<file path="config.mk">
export PLATFORM = sky130hd
export DESIGN_NAME = htm_tracker
export DESIGN_NICKNAME = d
export VERILOG_FILES = /design/src/rtl/htm_pkg.sv /design/src/rtl/htm_conflict_detect.sv /design/src/rtl/htm_txn_ctrl.sv /design/src/rtl/htm_line_array.sv /design/src/rtl/htm_tracker.sv
export SDC_FILE = /design/constraint.sdc
export NUM_CORES = 1
export LEC_CHECK = 0
export BUFFER_PORTS_ARGS = -buffer_cell sky130_fd_sc_hd__buf_2
export CORE_AREA = 2 2 106 78
export CTS_BUF_LIST = sky130_fd_sc_hd__clkbuf_8
export CTS_CLUSTER_DIAMETER = 120
export DETAILED_ROUTE_END_ITERATION = 12
export DIE_AREA = 0 0 108 80
export MAX_ROUTING_LAYER = met4
export PLACE_DENSITY = 0.92
export SYNTH_ARGS = -nofsm -noshare
export SYNTH_HDL_FRONTEND = slang
export SYNTH_SLANG_ARGS = --single-unit
</file>
<file path="constraint.sdc">
create_clock -name clk -period 4.9 [get_ports clk]
set_clock_uncertainty 0.2 [all_clocks]
set_input_delay 0.98 -clock clk [delete_from_list [all_inputs] [get_ports clk]]
set_output_delay 0.98 -clock clk [all_outputs]
set_load 0.05 [all_outputs]
</file>
<file path="src/rtl/htm_pkg.sv">
// Shared encodings for the transactional memory conflict tracker.
// Assumes: command and reason codes are 2 bits wide and are decoded by the core.
package htm_pkg;
    typedef enum logic [1:0] {
        OP_NONE   = 2'd0,
        OP_BEGIN  = 2'd1,
        OP_COMMIT = 2'd2,
        OP_ABORT  = 2'd3
    } htm_op_e;

    typedef enum logic [1:0] {
        RSN_NONE   = 2'd0,
        RSN_INV_RD = 2'd1,
        RSN_INV_WR = 2'd2,
        RSN_RD_WR  = 2'd3
    } htm_rsn_e;
endpackage

</file>
<file path="src/rtl/htm_conflict_detect.sv">
// Combinational snoop-versus-set comparison.
// Reports whether the current snoop conflicts with the open transaction and
// which reason applies. The write-set invalidation hit has the highest priority.
// Assumes: the sets passed in are the registered (pre-edge) values.
module htm_conflict_detect
    import htm_pkg::*;
#(
    parameter int NUM_LINES = 16,
    localparam int IDX_W = $clog2(NUM_LINES)
) (
    input  logic                 in_txn,
    input  logic                 snp_valid,
    input  logic                 snp_inval,
    input  logic [IDX_W-1:0]     snp_idx,
    input  logic [NUM_LINES-1:0] rd_set,
    input  logic [NUM_LINES-1:0] wr_set,
    output logic                 conflict,
    output logic [1:0]           conflict_rsn
);
    logic hit_inv_wr, hit_inv_rd, hit_rd_wr;

    // Classify the snoop against the read and write sets.
    always_comb begin
        hit_inv_wr = snp_valid &  snp_inval & wr_set[snp_idx];
        hit_inv_rd = snp_valid &  snp_inval & rd_set[snp_idx];
        hit_rd_wr  = snp_valid & ~snp_inval & wr_set[snp_idx];
    end

    // Pick the reason by priority and gate with transactional state.
    always_comb begin
        conflict = in_txn & (hit_inv_wr | hit_inv_rd | hit_rd_wr);
        if (hit_inv_wr)      conflict_rsn = RSN_INV_WR;
        else if (hit_inv_rd) conflict_rsn = RSN_INV_RD;
        else if (hit_rd_wr)  conflict_rsn = RSN_RD_WR;
        else                 conflict_rsn = RSN_NONE;
    end
endmodule

</file>
<file path="src/rtl/htm_txn_ctrl.sv">
// Transaction state machine.
// Tracks transactional and failed state and latches the first failure reason.
// Decides whether each command is accepted and answers commands and accesses
// one cycle later.
// Assumes: the conflict input already includes same-cycle snoops (snoop first).
module htm_txn_ctrl
    import htm_pkg::*;
(
    input  logic       clk,
    input  logic       rst_n,
    input  logic       cmd_valid,
    input  logic [1:0] cmd_op,
    input  logic       acc_valid,
    input  logic       conflict,
    input  logic [1:0] conflict_rsn,
    output logic       in_txn,
    output logic       failed,
    output logic [1:0] fail_rsn,
    output logic       cmd_ack,
    output logic       cmd_err,
    output logic       rsp_valid,
    output logic       rsp_fail,
    output logic       acc_en,
    output logic       commit_go,
    output logic       abort_go
);
    logic fail_eff, begin_go, cmd_bad;

    // Decode accepted commands and the access gate.
    always_comb begin
        fail_eff  = failed | conflict;
        begin_go  = cmd_valid && (cmd_op == OP_BEGIN)  && !in_txn;
        commit_go = cmd_valid && (cmd_op == OP_COMMIT) && in_txn && !fail_eff;
        abort_go  = cmd_valid && (cmd_op == OP_ABORT)  && in_txn;
        cmd_bad   = cmd_valid && !(begin_go || commit_go || abort_go);
        acc_en    = acc_valid && !(in_txn && fail_eff);
    end

    // Transactional state, failure flag and first-failure reason.
    always_ff @(posedge clk) begin
        if (!rst_n) begin
            in_txn   <= 1'b0;
            failed   <= 1'b0;
            fail_rsn <= RSN_NONE;
        end else begin
            if (begin_go)
                in_txn <= 1'b1;
            else if (commit_go || abort_go)
                in_txn <= 1'b0;

            if (abort_go) begin
                failed   <= 1'b0;
                fail_rsn <= RSN_NONE;
            end else if (conflict) begin
                failed <= 1'b1;
                if (!failed)
                    fail_rsn <= conflict_rsn;
            end
        end
    end

    // One-cycle responses to commands and accesses.
    always_ff @(posedge clk) begin
        if (!rst_n) begin
            cmd_ack   <= 1'b0;
            cmd_err   <= 1'b0;
            rsp_valid <= 1'b0;
            rsp_fail  <= 1'b0;
        end else begin
            cmd_ack   <= cmd_valid;
            cmd_err   <= cmd_bad;
            rsp_valid <= acc_valid;
            rsp_fail  <= acc_valid && in_txn && fail_eff;
        end
    end

    // reason stays latched while failed until abort
    a_r9_reason_latched: assert property (@(posedge clk) disable iff (!rst_n)
        (failed && !(cmd_valid && cmd_op == OP_ABORT)) |=> (failed && $stable(fail_rsn)));

    // commit in failed state is refused and the state is kept
    a_r10_commit_rejected: assert property (@(posedge clk) disable iff (!rst_n)
        (cmd_valid && cmd_op == OP_COMMIT && failed) |=> (cmd_err && in_txn && failed));

    // abort leaves transactional state with no failure
    a_r7_abort_exit: assert property (@(posedge clk) disable iff (!rst_n)
        (cmd_valid && cmd_op == OP_ABORT && in_txn) |=> (!in_txn && !failed && fail_rsn == RSN_NONE));

    // failure exists only inside a transaction
    a_r6_fail_in_txn: assert property (@(posedge clk) disable iff (!rst_n)
        failed |-> in_txn);

    // a failed response is always an access response
    a_r6_rsp_fail_valid: assert property (@(posedge clk) disable iff (!rst_n)
        rsp_fail |-> rsp_valid);
endmodule

</file>
<file path="src/rtl/htm_line_array.sv">
// Per-line state and transactional read and write sets.
// Updates apply in order: snoop invalidation, then the core access, then the
// commit or abort transform.
// Assumes: acc_en is already clear for accesses in a failed transaction.
module htm_line_array #(
    parameter int NUM_LINES = 16,
    localparam int IDX_W = $clog2(NUM_LINES)
) (
    input  logic                 clk,
    input  logic                 rst_n,
    input  logic                 acc_en,
    input  logic                 acc_write,
    input  logic [IDX_W-1:0]     acc_idx,
    input  logic                 txn_mode,
    input  logic                 snp_inv,
    input  logic [IDX_W-1:0]     snp_idx,
    input  logic                 commit_go,
    input  logic                 abort_go,
    output logic [NUM_LINES-1:0] valid,
    output logic [NUM_LINES-1:0] dirty,
    output logic [NUM_LINES-1:0] spec,
    output logic [NUM_LINES-1:0] rd_set,
    output logic [NUM_LINES-1:0] wr_set
);
    for (genvar i = 0; i < NUM_LINES; i++) begin : g_line
        logic nv, nd, ns, nr, nw;

        // Next state of line i, with the update steps applied in order.
        always_comb begin
            nv = valid[i]; nd = dirty[i]; ns = spec[i];
            nr = rd_set[i]; nw = wr_set[i];
            if (snp_inv && snp_idx == IDX_W'(i)) begin
                nv = 1'b0; nd = 1'b0; ns = 1'b0;
            end
            if (acc_en && acc_idx == IDX_W'(i)) begin
                nv = 1'b1;
                if (txn_mode) begin
                    if (acc_write) begin nw = 1'b1; ns = 1'b1; end
                    else           nr = 1'b1;
                end else if (acc_write) begin
                    nd = 1'b1;
                end
            end
            if (abort_go) begin
                if (ns) begin nv = 1'b0; nd = 1'b0; end
                ns = 1'b0; nr = 1'b0; nw = 1'b0;
            end else if (commit_go) begin
                if (ns) nd = 1'b1;
                ns = 1'b0; nr = 1'b0; nw = 1'b0;
            end
        end

        // Register line i.
        always_ff @(posedge clk) begin
            if (!rst_n) begin
                valid[i] <= 1'b0; dirty[i] <= 1'b0; spec[i] <= 1'b0;
                rd_set[i] <= 1'b0; wr_set[i] <= 1'b0;
            end else begin
                valid[i] <= nv; dirty[i] <= nd; spec[i] <= ns;
                rd_set[i] <= nr; wr_set[i] <= nw;
            end
        end
    end

    // a speculative line is always in the write set
    a_r3_spec_in_wrset: assert property (@(posedge clk) disable iff (!rst_n)
        (spec & ~wr_set) == '0);

    // commit leaves no speculative line and empty sets
    a_r8_commit_clears: assert property (@(posedge clk) disable iff (!rst_n)
        commit_go |=> (spec == '0 && rd_set == '0 && wr_set == '0));

    // with no accepted access and no commit or abort, the sets hold
    a_r6_sets_hold: assert property (@(posedge clk) disable iff (!rst_n)
        (!acc_en && !commit_go && !abort_go) |=> ($stable(rd_set) && $stable(wr_set)));
endmodule

</file>
<file path="src/rtl/htm_tracker.sv">
// Top level of the transactional memory conflict tracker.
// Connects the snoop comparator, the transaction controller and the line array.
// Assumes: ADDR_W >= log2(NUM_LINES); the line index is the low address bits.
module htm_tracker
    import htm_pkg::*;
#(
    parameter int NUM_LINES = 16,
    parameter int ADDR_W    = 12,
    localparam int IDX_W = $clog2(NUM_LINES)
) (
    input  logic                 clk,
    input  logic                 rst_n,
    input  logic                 cmd_valid,
    input  logic [1:0]           cmd_op,
    input  logic                 acc_valid,
    input  logic                 acc_write,
    input  logic [ADDR_W-1:0]    acc_addr,
    input  logic                 snp_valid,
    input  logic                 snp_inval,
    input  logic [ADDR_W-1:0]    snp_addr,
    output logic                 cmd_ack,
    output logic                 cmd_err,
    output logic                 rsp_valid,
    output logic                 rsp_fail,
    output logic                 in_txn,
    output logic                 failed,
    output logic [1:0]           fail_rsn,
    output logic [NUM_LINES-1:0] line_valid,
    output logic [NUM_LINES-1:0] line_dirty,
    output logic [NUM_LINES-1:0] line_spec,
    output logic [NUM_LINES-1:0] rd_set,
    output logic [NUM_LINES-1:0] wr_set
);
    logic [IDX_W-1:0] acc_idx, snp_idx;
    logic             conflict, acc_en, commit_go, abort_go, snp_inv;
    logic [1:0]       conflict_rsn;

    // Line indices come directly from the low address bits.
    always_comb begin
        acc_idx = acc_addr[IDX_W-1:0];
        snp_idx = snp_addr[IDX_W-1:0];
        snp_inv = snp_valid & snp_inval;
    end

    htm_conflict_detect #(.NUM_LINES(NUM_LINES)) u_detect (
        .in_txn(in_txn), .snp_valid(snp_valid), .snp_inval(snp_inval),
        .snp_idx(snp_idx), .rd_set(rd_set), .wr_set(wr_set),
        .conflict(conflict), .conflict_rsn(conflict_rsn)
    );

    htm_txn_ctrl u_ctrl (
        .clk(clk), .rst_n(rst_n), .cmd_valid(cmd_valid), .cmd_op(cmd_op),
        .acc_valid(acc_valid), .conflict(conflict), .conflict_rsn(conflict_rsn),
        .in_txn(in_txn), .failed(failed), .fail_rsn(fail_rsn),
        .cmd_ack(cmd_ack), .cmd_err(cmd_err), .rsp_valid(rsp_valid),
        .rsp_fail(rsp_fail), .acc_en(acc_en), .commit_go(commit_go),
        .abort_go(abort_go)
    );

    htm_line_array #(.NUM_LINES(NUM_LINES)) u_lines (
        .clk(clk), .rst_n(rst_n), .acc_en(acc_en), .acc_write(acc_write),
        .acc_idx(acc_idx), .txn_mode(in_txn), .snp_inv(snp_inv),
        .snp_idx(snp_idx), .commit_go(commit_go), .abort_go(abort_go),
        .valid(line_valid), .dirty(line_dirty), .spec(line_spec),
        .rd_set(rd_set), .wr_set(wr_set)
    );
endmodule

</file>
==> results.md, run 1 <==
- Run status: finished, final reports clean
- WL/cell: 19.6 µm
- Remaining global-route overflow: 0
- Required time reported for the critical path endpoint: 4.96 ns
- Starting utilization of the core area: 51.8%
- Hold violation total from the final report: 0
- Mean instance size in the synthesized netlist: 8.22 µm²
- Final-layout setup total negative slack: 0 ns
- Leakage: 2.05 nW
- Commonest cells after routing, fill and taps aside: 104 x sky130_fd_sc_hd__buf_2, 88 x sky130_fd_sc_hd__nor2_1, 88 x sky130_fd_sc_hd__dfxtp_1, 41 x sky130_fd_sc_hd__a21oi_1, 40 x sky130_fd_sc_hd__nand2_1
- Fin. max-slew vios: 0
- Dpl hpwl: 9.57 mm
- Total routing usage reported by global routing: 31.9%
- Critical path class: in2reg
- Num ports: 121
- Via count of the first global-routing pass: 3851
- Placeable core region: 7600 µm²
- Final design area excluding fillers: 4750 µm²
- Depth of the CTS H-tree: 3
- Antenna Diode Count: 0
- Number of standard cells in the layout, taps in and fillers out: 681
- Detailed-route wire length: 13.4 mm
- Max-capacitance violation count: 0
- Post-place instance area: 4580 µm²
- Cells resized by post-CTS repair: 0
- Largest net degree at the start of global routing: 39
- Longest individual stage delay on the worst path: 0.58 ns
- List of cells traversed by the critical path: buf_2 > mux4_2 > mux2i_1 > mux2i_1 > or3_1 > or4_1 > and2_1 > o221a_1
- Final weighted congestion in routability-driven placement: 1.01
- Prevailing post-synth register cell: sky130_fd_sc_hd__dfxtp_1
- First-pass GRT wire length: 20.3 mm
- PD cells: 286 nW/µm²
- Setup violation total in the final timing report: 0
- Root Driver: sky130_fd_sc_hd__clkbuf_8
- Synth-to-layout area growth: 20.7%
- Critical-path top delay cell: sky130_fd_sc_hd__or3_1
- Relative slew slack: 40.5%
- Hold/Removal Path Class: reg2reg
- CTS tree: done
- Cts-stage hold buffer count: 0
- Routed Antenna Nets: 0
- Max Fanout on Critical Path: 16
- Synth top area cells: sky130_fd_sc_hd__dfxtp_1 45%, sky130_fd_sc_hd__nor2_1 8.4%, sky130_fd_sc_hd__a21oi_1 5.2%, sky130_fd_sc_hd__a22oi_1 4.2%, sky130_fd_sc_hd__nand2_1 3.8%
- Total design power: 1.36 mW
- Number of port buffers: 104
- Min Clock Period, post-route: 3.94 ns
- Most common library cell in the layout ignoring fill and taps: sky130_fd_sc_hd__buf_2
- RSZ-0062 raised after global routing: false
- Clock latency on the worst-skew pair: 0.37 ns
- Final routed DRC violation total: 0
- Via Count: 4254
- Peak clock frequency supported by timing: 0.254 GHz
- Nets: 608
- Fraction of final layout cells sized beyond drive strength 1: 24.5%
- Area fraction of the dominant cell type after synthesis: 44.8%
- Share of the core filled with cells in the final layout: 62.5%
- Chip width: 108 µm
- Ratio of final minimum period to clock period: 80.3%
- Count of TritonRoute iterations in the first routing pass: 6
- Yosys reg bits: 88
- Async set-or-reset flop fraction in the synthesized netlist: 0%
- Fill count: 671
- Count of placed standard cells including taps: 665
- Full die area: 8640 µm²
- Type of element capturing the critical path: flop
- Total clock buffers created by CTS: 9
- Sinks on the clock net: 88
- EDFF count, synth: 0
- Critical Path AT: 3.99 ns
- Top cell by count, worst path: sky130_fd_sc_hd__mux2i_1
- Number of rows created at floorplan: 27
- Yosys warning count: 0
- Max rail drop VDD: 0.000157 V
- Pin slew with the least headroom to its limit: 0.892 ns
- Number of unique standard cell types used by synthesis: 45
- Initial antenna violation count: 0
- Post-Syn Instances: 479
- Clk slew on worst S/H paths: 0.09 ns
- Fraction of the yosys area taken by sequential cells: 44.8%
- Cell area after technology mapping: 3940 µm²
- Avg Vias per Cell: 6.25
- Maximum root-to-sink buffer count: 2
- 1st-iter DRT viols: 539
- Kind of start point of the critical path: input pin
- Post-Syn Nets: 512
- Area leader, netlist: sky130_fd_sc_hd__dfxtp_1
- Height of the die: 80 µm
- Post CTS Setup Buffer Count: 0
through the flow:
step,worst slack (ns),hold slack [ns]
after global routing,0.740,0.299
after floorplan,1.16,0.505
after CTS,1.03,0.284
final,0.965,0.287
after detailed placement,0.636,0.270
after global placement,0.693,0.264
state kept, by name, indices dropped and copies added (netlist names):
name              cells
u_lines.spec         16
u_ctrl.in_txn         1
u_lines.wr_set       16
u_ctrl.fail_rsn       2
u_ctrl.rsp_fail       1
u_ctrl.cmd_ack        1
u_ctrl.rsp_valid      1
u_ctrl.cmd_err        1
u_lines.rd_set       16
u_lines.valid        16
u_lines.dirty        16
u_ctrl.failed         1
layout make-up:
type / instances / area (µm²) / area share, %
Inverter: 3 / 11.3 / 0.237
Multi-Input combinational cell: 354 / 2030 / 42.7
Clock buffer: 10 / 138 / 2.90
Tap cell: 101 / 126 / 2.66
Clock inverter: 6 / 37.5 / 0.790
Sequential cell: 88 / 1760 / 37.1
Timing Repair Buffer: 119 / 646 / 13.6
cell usage after synthesis (2+ instances only):
library cell,instances
sky130_fd_sc_hd__o21ai_0,25
sky130_fd_sc_hd__a22oi_1,22
sky130_fd_sc_hd__o211a_1,2
sky130_fd_sc_hd__mux2i_1,11
sky130_fd_sc_hd__and4b_1,2
sky130_fd_sc_hd__and2_0,3
sky130_fd_sc_hd__a31oi_1,12
sky130_fd_sc_hd__nand3_1,14
sky130_fd_sc_hd__a22o_1,3
sky130_fd_sc_hd__nand2_1,40
sky130_fd_sc_hd__and2_1,8
sky130_fd_sc_hd__dfxtp_1,88
sky130_fd_sc_hd__o31ai_2,2
sky130_fd_sc_hd__nor2_1,88
sky130_fd_sc_hd__buf_1,4
sky130_fd_sc_hd__o221a_1,2
sky130_fd_sc_hd__o221a_2,2
sky130_fd_sc_hd__nand4_1,2
sky130_fd_sc_hd__clkbuf_1,27
sky130_fd_sc_hd__a21oi_1,41
sky130_fd_sc_hd__buf_2,3
sky130_fd_sc_hd__a32oi_1,6
sky130_fd_sc_hd__mux4_2,4
sky130_fd_sc_hd__o31ai_1,2
sky130_fd_sc_hd__nand2b_1,4
sky130_fd_sc_hd__inv_1,3
sky130_fd_sc_hd__nor3_1,15
sky130_fd_sc_hd__nor2b_1,13
sky130_fd_sc_hd__a32o_1,3
sky130_fd_sc_hd__or4_1,2
sky130_fd_sc_hd__and3_1,4
sky130_fd_sc_hd__o21a_1,9
worst paths after layout:
check	slack, ns	end	from	cells past startpoint
min	0.29	u_ctrl.fail_rsn[1]	u_ctrl.fail_rsn[1]	2
min reg2reg	0.29	u_ctrl.fail_rsn[1]	u_ctrl.fail_rsn[1]	2
max	0.96	u_lines.dirty[6]	snp_addr[1]	8
max reg2reg	1.72	u_lines.dirty[6]	u_lines.wr_set[10]	7
critical path, delay by kind of cell:
family / cells / cell delay (ns)
and+or+nand+nor: 3 / 1.36
muxes: 3 / 1.03
buffers and inverters: 1 / 0.38
AOI/OAI and AO/OA: 1 / 0.24
where the power goes:
group	leakage [nW]	internal, mW	switching [mW]
clock network	0.0948	0.195	0.262
logic	1.25	0.0467	0.125
registers	0.711	0.724	0.00799
cell families (layout without fill, tap and decap cells):
family          Yosys count  in the layout  share of synthesized area (%)
simple gates            201            201                           23.4
compound gates          137            137                           22.9
flops                    88             88                           44.8
buf+inv                  37            138                           3.62
mux                      15             15                           5.09
xor+xnor                  1              1                          0.223
per-layer routing:
metal  vias up  track usage [%]  routed length, µm
met1      1938             42.8               5490
met2       360             45.5               5660
li1       1912                -                  -
met4         0             13.2                375
met3        44             8.73               1830
met5         -                -                  0
Power figures use the tool's default switching activity.
==> inputs of run 2 (changes only) <==
--- a/config.mk
+++ b/config.mk
@@ -6,13 +6,13 @@
 export NUM_CORES = 1
 export LEC_CHECK = 0
 export BUFFER_PORTS_ARGS = -buffer_cell sky130_fd_sc_hd__buf_2
-export CORE_AREA = 2 2 106 78
+export CORE_AREA = 2 2 112 81
 export CTS_BUF_LIST = sky130_fd_sc_hd__clkbuf_8
 export CTS_CLUSTER_DIAMETER = 120
 export DETAILED_ROUTE_END_ITERATION = 12
-export DIE_AREA = 0 0 108 80
+export DIE_AREA = 0 0 114 83
 export MAX_ROUTING_LAYER = met4
-export PLACE_DENSITY = 0.92
+export PLACE_DENSITY = 0.88
 export SYNTH_ARGS = -nofsm -noshare
 export SYNTH_HDL_FRONTEND = slang
 export SYNTH_SLANG_ARGS = --single-unit
==> constraint.sdc (replaced) <==
create_clock -name clk -period 3.4 [get_ports clk]
set_clock_uncertainty 0.2 [all_clocks]
set_input_delay 0.68 -clock clk [delete_from_list [all_inputs] [get_ports clk]]
set_output_delay 0.68 -clock clk [all_outputs]
set_load 0.05 [all_outputs]
==> results.md, run 2 (synthesis gave the netlist of run 1 again) <==
- Final routed DRC violation total: 0
- Longest individual stage delay on the worst path: 0.53 ns
- RSZ-0062 raised after global routing: false
- 1st-iter DRT viols: 521
- Max Fanout on Critical Path: 6
- Hold Startpoint: u_ctrl.fail_rsn[1]
- Starting utilization of the core area: 47.2%
- Maximum root-to-sink buffer count: 2
- Total clock buffers created by CTS: 9
- Fin. max-slew vios: 0
- Commonest cells after routing, fill and taps aside: 104 x sky130_fd_sc_hd__buf_2, 88 x sky130_fd_sc_hd__nor2_1, 88 x sky130_fd_sc_hd__dfxtp_1, 41 x sky130_fd_sc_hd__a21oi_1, 40 x sky130_fd_sc_hd__nand2_1
- Run status: finished, final reports clean
- Initial antenna violation count: 0
- Largest net degree at the start of global routing: 42
- Routed Antenna Nets: 0
- Height of the die: 83 µm
- First element of the critical path: snp_addr[1]
- Dpl hpwl: 9.95 mm
- Sum of buffers and inverters on the critical path: 2
- Full die area: 9460 µm²
- Via count of the first global-routing pass: 3970
- CTS tree: done
- Critical path class: in2reg
- Via Count: 4257
- Clock latency on the worst-skew pair: 0.38 ns
- Root Driver: sky130_fd_sc_hd__clkbuf_8
- Sinks on the clock net: 88
- List of cells traversed by the critical path: buf_2 > mux4_2 > mux2i_1 > mux2i_1 > buf_4 > o41ai_2 > and2_0 > a22oi_1 > nor2_1
- Final setup slack of the worst path: 0.251 ns
- Antenna Diode Count: 0
- Num ports: 121
- Synth-to-layout area growth: 24.1%
- Ratio of final minimum period to clock period: 92.6%
- Max-capacitance violation count: 0
- Relative slew slack: 49.2%
- Hold/Removal Path Class: reg2reg
- First-pass GRT wire length: 21.1 mm
- Cts-stage hold buffer count: 0
- Number of rows created at floorplan: 28
- Final-layout setup total negative slack: 0 ns
- Clk slew on worst S/H paths: 0.08 ns
- Chip width: 114 µm
- Depth of the CTS H-tree: 3
- Detailed-route wire length: 13.6 mm
- Critical-path top delay cell: sky130_fd_sc_hd__o41ai_2
- Post-place setup slack: -0.272 ns
- Fraction of final layout cells sized beyond drive strength 1: 26.6%
- Final weighted congestion in routability-driven placement: 0.987
- Critical Path AT: 3.26 ns
- Leakage: 2.14 nW
- Top cell by count, worst path: sky130_fd_sc_hd__mux2i_1
- Kind of start point of the critical path: input pin
- Family with the most delay on the worst path: multiplexers
- Fill count: 776
- Most common library cell in the layout ignoring fill and taps: sky130_fd_sc_hd__buf_2
- PD cells: 418 nW/µm²
- Max rail drop VDD: 0.000246 V
- FF-to-FF Start: u_lines.wr_set[14]
- Placeable core region: 8340 µm²
- Remaining global-route overflow: 0
- Pin slew with the least headroom to its limit: 0.756 ns
- Setup violation total in the final timing report: 0
- Hold violation total from the final report: 0
- WL/cell: 19.5 µm
- Required time reported for the critical path endpoint: 3.51 ns
- Type of element capturing the critical path: flop
- Count of TritonRoute iterations in the first routing pass: 5
- Number of port buffers: 104
- Min Clock Period, post-route: 3.15 ns
- Nets: 621
- Avg Vias per Cell: 6.10
- Peak clock frequency supported by timing: 0.318 GHz
- Total routing usage reported by global routing: 29.3%
run 2: changes by cell type in the layout (fill, tap and decap cells not counted), sizes merged:
cell and delta:
buf +13, inv -2, clkinvlp -1, clkinv +2
bufinv +1
run 2: layer usage:
metal  part of all wire (%)  up-vias  track usage, %
met5                      0        -               -
met4                    2.1        0            11.1
met3                     13       34            7.81
met2                     43      288            41.1
met1                     42     2004            40.3
li1                       -     1931               -
run 2: where the power goes:
part | internal (mW) | total (mW) | switching [mW]
combinational | 0.0741 | 0.257 | 0.183
sequential | 1.04 | 1.05 | 0.0103
clock | 0.356 | 0.730 | 0.375
run 2: cell type report:
class | instances | area, µm² | share of cell area (%)
repair buffers | 132 | 743 | 15.2
clock inverters | 6 | 58.8 | 1.20
clock buffers | 10 | 138 | 2.82
multi-input cells | 354 | 2040 | 41.7
inverters | 3 | 11.3 | 0.231
flip-flops and latches | 88 | 1760 | 36.1
well taps | 105 | 131 | 2.69
run 2: stage by stage:
step | power (mW) | cell area [µm²] | std cells | utilization, % | hold WS, ns
floorplan | 1.24 | 3940 | 479 | - | 0.505
global placement | 1.32 | 4680 | 682 | 56.1 | 0.260
detailed placement | 1.33 | 4680 | 682 | 56.1 | 0.277
CTS | 2.03 | 4870 | 698 | 58.5 | 0.294
global route | 2.10 | 4880 | 698 | 58.6 | 0.329
finish | 2.04 | 4880 | 698 | 58.6 | 0.288
run 2: tightest hold or removal path, delay by kind of cell (launching register included):
| family | cells | cell delay [ns] |
|---|---|---|
| AO/OA/AOI/OAI | 2 | 0.13 |
| flip-flops | 1 | 0.31 |
run 2: path summary, 6_finish.rpt:
| path | endpoint | slack (ns) | depth (start not counted) |
|---|---|---|---|
| worst max-delay path | u_lines.valid[14] | 0.25 | 9 |
| worst max register to register | u_lines.valid[14] | 0.44 | 8 |
| worst min-delay path | u_ctrl.fail_rsn[1] | 0.29 | 2 |
| worst min register to register | u_ctrl.fail_rsn[1] | 0.29 | 2 |
run 2: timing repair:
item / CTS / global route
gates resized for setup: 0 / 1
setup buffers: 0 / 0
setup endpoints to repair: 0 / 7
